==> config.mk <==
export PLATFORM = sky130hd
export DESIGN_NAME = ps2_packet_rx
export DESIGN_NICKNAME = d
export VERILOG_FILES = /design/src/rtl/ps2_packet_rx.sv
export SDC_FILE = /design/constraint.sdc
export NUM_CORES = 1
export LEC_CHECK = 0
export ABC_AREA = 1
export CORE_MARGIN = 2
export CORE_UTILIZATION = 40
export CTS_CLUSTER_SIZE = 40
export DETAILED_ROUTE_END_ITERATION = 12
export PLACE_DENSITY_LB_ADDON = 0.15
export SLEW_MARGIN = 20
export SYNTH_ARGS = -nofsm -noshare
export SYNTH_HDL_FRONTEND = slang
export SYNTH_SLANG_ARGS = --single-unit
==> constraint.sdc <==
create_clock -name clk -period 2.1 [get_ports clk]
set_input_delay 0.525 -clock clk [delete_from_list [all_inputs] [get_ports clk]]
set_output_delay 0.525 -clock clk [all_outputs]
set_load 0.02 [all_outputs]
==> src/rtl/ps2_packet_rx.sv <==
module ps2_packet_rx #(
  parameter int FILT_LEN    = 4,
  parameter int TIMEOUT_CYC = 100000
) (
  input  logic       clk,
  input  logic       rst_n,
  input  logic       ps2_clk_in,
  input  logic       ps2_dat_in,
  input  logic       tx_busy,
  output logic [7:0] pkt_byte0,
  output logic [7:0] pkt_byte1,
  output logic [7:0] pkt_byte2,
  output logic       pkt_valid,
  output logic       pkt_error
);
  localparam int NBITS = 33;
  localparam int CW    = $clog2(NBITS);
  localparam int TW    = $clog2(TIMEOUT_CYC + 1);

  logic [1:0]          clk_sync, dat_sync;
  logic [FILT_LEN-1:0] clk_win, dat_win;
  logic                clk_f, clk_f_q, dat_f;
  logic [NBITS-1:0]    sreg, sreg_nxt;
  logic [CW-1:0]       bit_cnt;
  logic [TW-1:0]       idle;
  logic                fall, pkt_ok;

  function automatic logic frame_ok(input logic [10:0] fr);
    return !fr[0] && fr[10] && (^fr[9:1]);
  endfunction

  // FILT_LEN must be at least 2
  always_ff @(posedge clk) begin
    if (!rst_n) begin
      clk_sync <= '1;
      dat_sync <= '1;
      clk_win  <= '1;
      dat_win  <= '1;
      clk_f    <= 1'b1;
      clk_f_q  <= 1'b1;
      dat_f    <= 1'b1;
    end else begin
      clk_sync <= {clk_sync[0], ps2_clk_in};
      dat_sync <= {dat_sync[0], ps2_dat_in};
      clk_win  <= {clk_win[FILT_LEN-2:0], clk_sync[1]};
      dat_win  <= {dat_win[FILT_LEN-2:0], dat_sync[1]};
      if (&clk_win) clk_f <= 1'b1;
      else if (~|clk_win) clk_f <= 1'b0;
      if (&dat_win) dat_f <= 1'b1;
      else if (~|dat_win) dat_f <= 1'b0;
      clk_f_q <= clk_f;
    end
  end

  assign fall     = clk_f_q & ~clk_f;
  assign sreg_nxt = {dat_f, sreg[NBITS-1:1]};
  assign pkt_ok   = frame_ok(sreg_nxt[10:0]) && frame_ok(sreg_nxt[21:11]) &&
                    frame_ok(sreg_nxt[32:22]);

  always_ff @(posedge clk) begin
    if (!rst_n) begin
      sreg      <= '0;
      bit_cnt   <= '0;
      idle      <= '0;
      pkt_byte0 <= '0;
      pkt_byte1 <= '0;
      pkt_byte2 <= '0;
      pkt_valid <= 1'b0;
      pkt_error <= 1'b0;
    end else begin
      pkt_valid <= 1'b0;
      pkt_error <= 1'b0;
      if (tx_busy) begin
        bit_cnt <= '0;
        idle    <= '0;
      end else if (fall) begin
        sreg <= sreg_nxt;
        idle <= '0;
        if (bit_cnt == CW'(NBITS - 1)) begin
          bit_cnt <= '0;
          if (pkt_ok) begin
            pkt_valid <= 1'b1;
            pkt_byte0 <= sreg_nxt[8:1];
            pkt_byte1 <= sreg_nxt[19:12];
            pkt_byte2 <= sreg_nxt[30:23];
          end else begin
            pkt_error <= 1'b1;
          end
        end else begin
          bit_cnt <= bit_cnt + 1'b1;
        end
      end else if (bit_cnt != '0) begin
        if (idle == TW'(TIMEOUT_CYC - 1)) begin
          bit_cnt <= '0;
          idle    <= '0;
        end else begin
          idle <= idle + 1'b1;
        end
      end else begin
        idle <= '0;
      end
    end
  end
endmodule

; ---- Word-level counts from Yosys, hierarchy flattened
; Index checks and enable logic that the tools add are counted.
[totals]
out_inout_bits = 26
regBits = 97
input_bits = 5
word_cells = 61
[op_classes]
eq_ne = 2
bitwise = 7
n_reduce_logical = 29
addsub = 2
muxes = 6
[op_table]
columns = op, count
row1 = $reduce_xor A9 Y1, 3
row2 = $mux W6, 4
row3 = $add A17 B1 Y17 const B, 1
row4 = $eq A17 B17 Y1 const B, 1
row5 = $reduce_and A4 Y1, 3
row6 = $reduce_or A4 Y1, 3
row7 = $logic_and A1 B1 Y1, 8
row8 = $add A6 B1 Y6 const B, 1
row9 = $eq A6 B6 Y1 const B, 1
row10 = $not A1 Y1, 6
row11 = $reduce_bool A6 Y1, 1
row12 = $reduce_or A2 Y1, 3
row13 = $reduce_or A5 Y1, 1
row14 = $reduce_and A2 Y1, 2
row15 = $reduce_bool A2 Y1, 2
row16 = $logic_not A1 Y1, 3
row17 = $mux W1, 2
row18 = $and A1 B1 Y1, 1

; ---- Longest topological paths before layout
; Gate-level depths: netlist of run 1.
[depth]
word_depth = 6
ltp_mapped = 15
mapped_depth_nobuf = 14

; ---- Least setup slack after synthesis of run 1
; Ideal clock, no wire load.
[synth_timing]
path_type = flip-flop to flip-flop
from = register idle[0]
to = register idle[14]
period_less_slack_ns = 1.634
setup_time_ns = 0.116
stages_incl_launch_ff = 10
slack_ns = 0.466
n_path_buf = 0
arrival_time_ns = 1.519
required_time_ns = 1.984
path_cell_list = dfxtp_1 > ha_1 > nand2_1 > nor3_1 > nand3_1 > nor2_1 > nand4_1 > nor2_1 > nand2_1 > and3_1
[synth_via]
elab_chain_cells = 2
word_cells_on_any_way = 3
classes_between = 1 x add/sub / 1 x eq/ne / 1 x reduce/logical
[synth_rtl]
columns = element, line
row1 = start: declaration, 25  ; logic [TW-1:0] idle;
row2 = start signal: assignment, 97  ; idle <= idle + 1'b1;
row3 = "parallel branches: the longest is 2 deep, another holds $add A17 B1 Y17", n/a
; Several ways; the timed one is not identified.
; A chain may end at the register's enable or synchronous reset.

; ---- Final worst setup path of run 1
[layout_timing]
from = register pkt_byte2[7]
to = output pkt_byte2[7]
[layout_lines]
columns = element, line
row1 = start: declaration, 12  ; output logic [7:0] pkt_byte2,
row2 = start signal: assignment, 85  ; pkt_byte2 <= sreg_nxt[30:23];
; No word-level cell between the ends.

==> results of run 1 <==
==> state kept, by name (all words and copies together) (netlist names) <==
name	flops
clk_f	1
idle	17
sreg	32
dat_f	1
pkt_error	1
clk_f_q	1
bit_cnt	6
dat_win	4
dat_sync	2
pkt_valid	1
pkt_byte2	8
pkt_byte1	8
pkt_byte0	8
clk_win	4
clk_sync	2
==> logic make-up (layout without fill, tap and decap cells) <==
logic type / count (synthesis) / after routing
AOI/OAI and AO/OA: 110 / 110
and+or+nand+nor: 277 / 277
buffers and inverters: 84 / 117
DFF: 96 / 96
xor gates and xnor gates: 9 / 9
adders and majority gates: 3 / 3
==> layout make-up <==
cell class / instances / area [sq um] / share of cell area, %
clock buffer: 12 / 155.1 / 3.162
timing repair buffer: 42 / 440.4 / 8.977
clock inverter: 4 / 51.30 / 1.046
sequential: 96 / 1922 / 39.17
tap: 136 / 170.2 / 3.468
inverter: 59 / 221.5 / 4.514
multi-input combinational: 399 / 1946 / 39.66
==> final timing paths <==
kind | from | to | slack [ns] | depth (start not counted)
worst max-delay path | pkt_byte2[7] | pkt_byte2[7] | 0.24 | 1
worst min-delay path | dat_sync[0] | dat_sync[1] | 0.42 | 1
worst max register to register | sreg[6] | pkt_byte0[7] | 0.26 | 14
worst min register to register | dat_sync[0] | dat_sync[1] | 0.42 | 1
==> metrics by stage <==
step | instance area [sq um] | hold slack [ns] | setup slack [ns] | util [%] | cells
6_report | 4906 | 0.4190 | 0.2405 | 47.74 | 748
5_1_grt | 4906 | 0.4439 | 0.01621 | 47.74 | 748
4_1_cts | 4886 | 0.4204 | 0.2075 | 47.54 | 746
3_5_place_dp | 4679 | 0.3982 | 0.004411 | 45.53 | 730
3_3_place_gp | 4679 | 0.3945 | 0.05107 | 45.53 | 730
2_1_floorplan | 4207 | 0.3925 | 0.4660 | - | 579
==> per-layer routing <==
layer | vias to the layer above | global-route usage (%) | part of all wire [%]
met2 | 59 | 25.50 | 46
met4 | 0 | 4.917 | 0.84
li1 | 1929 | - | -
met3 | 6 | 3.617 | 3.4
met5 | - | 0 | 0
met1 | 1642 | 19.50 | 50
==> what timing repair did <==
| item | in CTS | in global routing |
|---|---|---|
| resized for setup | 0 | 1 |
| endpoints found under the setup margin | 0 | 3 |
| setup buffers | 0 | 2 |
==> synthesized netlist by cell type (2+ instances only) <==
cell type,n,area (sq um)
ha_1,3,37.54
o21ai_0,35,175.2
a21oi_2,10,87.58
inv_1,46,172.7
nor4_1,3,18.77
nand2_2,4,25.02
or2_2,14,87.58
nor3_1,6,30.03
buf_2,5,25.02
xnor2_1,4,35.03
clkbuf_1,16,60.06
inv_2,11,41.29
nand3_1,52,260.3
nand4_1,7,43.79
a21oi_1,61,305.3
nor2_1,45,168.9
dfxtp_1,96,1922
xor2_1,5,43.79
clkinv_1,2,7.510
nand2_1,140,525.5
==> report_power, final <==
group          leakage, nW  internal, mW  switching (mW)
combinational        0.967        0.0289          0.0400
sequential           0.775          1.82         0.00224
clock                0.103         0.619           0.625
total                 1.84          2.47           0.668
==> summary.txt, run 1 <==
Status: completed
First drt pass iteration count: 4
Root Buffer: clkbuf_8
CP max stage delay: 0.62 ns
Final number of hold-violating endpoints: 0
Worst IR Drop VDD: 347.8 uV
Setup repair after global routing missed its margin: no
Input/output buffers: 30
Leakage power: 1.845 nW
CP cell instances: clkdlybuf4s50_1
Antenna diodes: 0
CP Data Required Time: 1.57 ns
Compound-Gate Fraction of Synth Area: 14.28%
Slew headroom: 73.77%
Fin crit share: 88.55%
Gr ovfl total: 0
Cts-stage hold buffer count: 0
Number of remaining DRC errors: 0
Gp weighted congestion: 0.8221
DR WL/cell: 10.94 um
Power Total: 3.140 mW
Starting Density: 40.93%
Cell Rows: 37
Worst setup path class: reg2out
Via count: 3636
Synth Area in Adders: 0.8923%
Cells after Synth: 579
Largest family of logic cells by synthesized area: simple AND/OR/NAND/NOR gates
Commonest non-fill, non-tap cell in the layout: nand2_1
Clk_skew: 0.01114 ns
Mapped Nets: 587
Critical path capture point type: output port
Nets: 615
CTS tree: built
EDFF count, synth: 0
Layout fillers: 1062
Avg Cell Area, Syn: 7.265 sq um
Hold Crit Class: reg2reg
Max Clk Rate: 537.8 MHz
Synth-to-layout area growth: 16.63%
Number of global-route vias before repair: 3287
Min Tclk post-route: 1.859 ns
Synth warn: 0
Final setup viols: 0
Commonest non-fill, non-tap cells in the layout: 140 x nand2_1, 96 x dfxtp_1, 61 x a21oi_1
Synth Area in Simple Gates: 29.09%
Final WL: 8186 um
Die Wd: 106.6 um
Critical Path Start Type: flip-flop
DR vias/cell: 4.861
Clk_lat worst skew: 0.35 ns
CTS Buf Count: 9
Initial antenna violation count: 0
Async set or reset register ratio after synthesis: 0%
Worst path top cell family by delay: buffers and inverters
Gr usage total: 15.28%
Multiplexer area fraction after synthesis: 0%
First-pass GRT wire length: 14340 um
Crit Path Max Fanout: 2
Core ar.: 0.01028 sq mm
Htree depth: 3
Max-slew violations: 0
# clock sinks: 96
Seq/Total Area, Yosys: 45.69%
Die height: 106.6 um
Post-Route Setup TNS: 0 ns
Clk pin slew, worst setup/hold paths: 0.09 ns
Synth cell types: 34
Die ar.: 0.01135 sq mm
Largest net degree at the start of global routing: 59
Post-Synth XOR/XNOR Area: 1.874%
Synth Register Bits: 96
Worst-Margin Slew: 0.3899 ns
Pwr/cell area: 640.0 mW/mm^2
Fraction of layout instances using a drive strength above 1: 11.44%
CP Buf/Inv Count: 1
Synth Cell Area: 0.004207 sq mm
Initial DRC Count: 115
Post-DP HPWL: 5592 um
Max clock buf depth: 2
Detail Route Antenna Nets: 0
Ys flop type: dfxtp_1
Arrival time at the worst endpoint: 1.33 ns
I/O pin total: 31
CP max stage cell: clkdlybuf4s50_1
Max Cap Viol: 0
Note: power is estimated with default switching activity, not from simulation.
==> inputs of run 2 (changes only) <==
--- a/config.mk
+++ b/config.mk
@@ -11,6 +11,7 @@
 export CTS_CLUSTER_SIZE = 40
 export DETAILED_ROUTE_END_ITERATION = 12
 export PLACE_DENSITY_LB_ADDON = 0.15
+export SETUP_SLACK_MARGIN = 0.5
 export SLEW_MARGIN = 20
 export SYNTH_ARGS = -nofsm -noshare
 export SYNTH_HDL_FRONTEND = slang
==> summary.txt, run 2 (synthesis results as in run 1) <==
Status: completed
Post-Layout Cell Count: 793
Final WL: 10090 um
CTS tree: built
Worst path top cell family by delay: simple AND/OR/NAND/NOR gates
Die ar.: 0.01135 sq mm
Number of remaining DRC errors: 0
Htree depth: 3
DR WL/cell: 12.72 um
Worst setup path class: reg2reg
Crit Path Max Fanout: 8
Nets: 659
Post-DP HPWL: 5665 um
Cell Rows: 37
Fraction of layout instances using a drive strength above 1: 32.93%
Post-layout util: 55.27%
Synth-to-layout area growth: 35.04%
Final worst slack: 0.2127 ns
Setup repair after global routing missed its margin: yes
Pwr/cell area: 548.4 mW/mm^2
I/O pin total: 31
Detail Route Antenna Nets: 0
Die height: 106.6 um
Largest net degree at the start of global routing: 54
Max-slew violations: 0
Max clock buf depth: 2
Gp weighted congestion: 0.8046
DP Worst Slack: 0.08491 ns
CP Data Required Time: 2.38 ns
Gr ovfl total: 0
CP max stage delay: 0.37 ns
CTS Buf Count: 9
Core ar.: 0.01028 sq mm
Number of global-route vias before repair: 3417
Cts-stage hold buffer count: 0
CP Buf/Inv Count: 4
Clk_skew: 0.01495 ns
Input/output buffers: 30
Largest register FFs: 32
Top flop regs: sreg (32), idle (17)
Clk pin slew, worst setup/hold paths: 0.09 ns
Fin crit share: 89.87%
Arrival time at the worst endpoint: 2.17 ns
Post-Route Setup TNS: 0 ns
CP cell instances: inv_4 -> nand2_1 -> nand2_2 -> nand2_2 -> nand2_1 -> nand2_2 -> nand2_2 -> nand2_2 -> nand2_2 -> nand2_2 -> nor2_4 -> buf_4 -> buf_12 -> buf_16 -> a21oi_1 -> nor2_1
Critical Path Start Type: flip-flop
Gr usage total: 16.76%
Starting Density: 40.93%
Slew headroom: 73.84%
Worst-Margin Slew: 0.3894 ns
DR vias/cell: 4.922
# clock sinks: 96
Via count: 3903
Final setup viols: 0
Commonest non-fill, non-tap cell in the layout: nand2_1
Leakage power: 2.227 nW
First-pass GRT wire length: 15420 um
Commonest non-fill, non-tap cells in the layout: 114 x nand2_1, 72 x dfxtp_1, 59 x a21oi_1
Max Cap Viol: 0
Hold Crit Class: reg2reg
Largest reg by FF count: sreg
CP max stage cell: dfxtp_4
# placed instances: 732
Die Wd: 106.6 um
Max Clk Rate: 529.8 MHz
First drt pass iteration count: 4
Critical path capture point type: flip-flop
Layout fillers: 945
Root Buffer: clkbuf_8
Initial antenna violation count: 1
Worst IR Drop VDD: 288.8 uV
Initial DRC Count: 157
Final number of hold-violating endpoints: 0
Min Tclk post-route: 1.887 ns
Clk_lat worst skew: 0.37 ns
Most frequent cell on the critical path: nand2_2
==> run 2: changes by cell type in the layout (fill, tap and decap cells not counted), sizes merged <==
cell / change
bufbuf: +1
dlygate4sd2: +3
clkbuf: +16
buf: +39
inv: +1
diode: +1
clkinvlp: -1
clkinv: +2
clkdlybuf4s50: -27
clkdlybuf4s15: +10
==> run 2: final timing paths <==
| check | startpoint | endpoint | slack [ns] | cells past startpoint |
|---|---|---|---|---|
| max | sreg[17] | pkt_byte1[6] | 0.21 | 16 |
| min | dat_sync[0] | dat_sync[1] | 0.42 | 1 |
| max reg2reg | sreg[17] | pkt_byte1[6] | 0.21 | 16 |
| min reg2reg | dat_sync[0] | dat_sync[1] | 0.42 | 1 |
==> run 2: worst register-to-register path, cell delays in order (launching register included) <==
cell and delay, ns:
dfxtp_4 0.37, inv_4 0.06, nand2_1 0.08, nand2_2 0.08
nand2_2 0.06, nand2_1 0.07, nand2_2 0.06, nand2_2 0.07
nand2_2 0.05, nand2_2 0.06, nand2_2 0.07, nor2_4 0.17
buf_4 0.15, buf_12 0.10, buf_16 0.12, a21oi_1 0.07
nor2_1 0.17
==> run 2: power breakdown <==
group          switching [mW]  internal (mW)
Combinational          0.0401         0.0273
Clock                   0.668          0.560
Sequential            0.00200           1.82
==> run 2: metal layers <==
metal	wire length, um	global-route usage (%)	vias to the layer above
li1	-	-	2030
met1	4372	20.21	1779
met2	5104	29.58	71
met3	347	3.250	23
met4	265	6.122	0
met5	0	0	-
==> run 2: final cells by class <==
class	instances	area, sq um	share of cell area (%)
multi-input cells	399	2183	38.44
flip-flops and latches	96	1964	34.58
repair buffers	86	919.6	16.19
inverters	59	244.0	4.295
well taps	136	170.2	2.996
clock buffers	10	127.6	2.247
clock inverters	6	68.82	1.211
diodes	1	2.502	0.04405
==> run 2: repair_timing <==
action | CTS | global route
pin swaps | 7 | 30
gates resized for setup | 90 | 100
setup endpoints to repair | 66 | 74
cloned | 5 | 4
buffers inserted | 21 | 14
==> run 2: metrics by stage <==
| stage | total power, mW | hold slack [ns] | cell area, sq um |
|---|---|---|---|
| floorplan | 1.913 | 0.3925 | 4212 |
| global placement | 1.936 | 0.3943 | 4674 |
| detailed placement | 1.936 | 0.3989 | 4674 |
| CTS | 3.153 | 0.4234 | 5329 |
| global route | 3.236 | 0.4370 | 5680 |
| finish | 3.115 | 0.4189 | 5680 |
==> inputs of run 3 (changes only) <==
--- a/config.mk
+++ b/config.mk
@@ -12,7 +12,8 @@
 export DETAILED_ROUTE_END_ITERATION = 12
 export PLACE_DENSITY_LB_ADDON = 0.15
 export SETUP_SLACK_MARGIN = 0.5
-export SLEW_MARGIN = 20
+export SKIP_LAST_GASP = 1
+export SLEW_MARGIN = 30
 export SYNTH_ARGS = -nofsm -noshare
 export SYNTH_HDL_FRONTEND = slang
 export SYNTH_SLANG_ARGS = --single-unit
==> results of run 3 <==
Same layout as run 2: the final DEF is identical, and so are final timing and power.
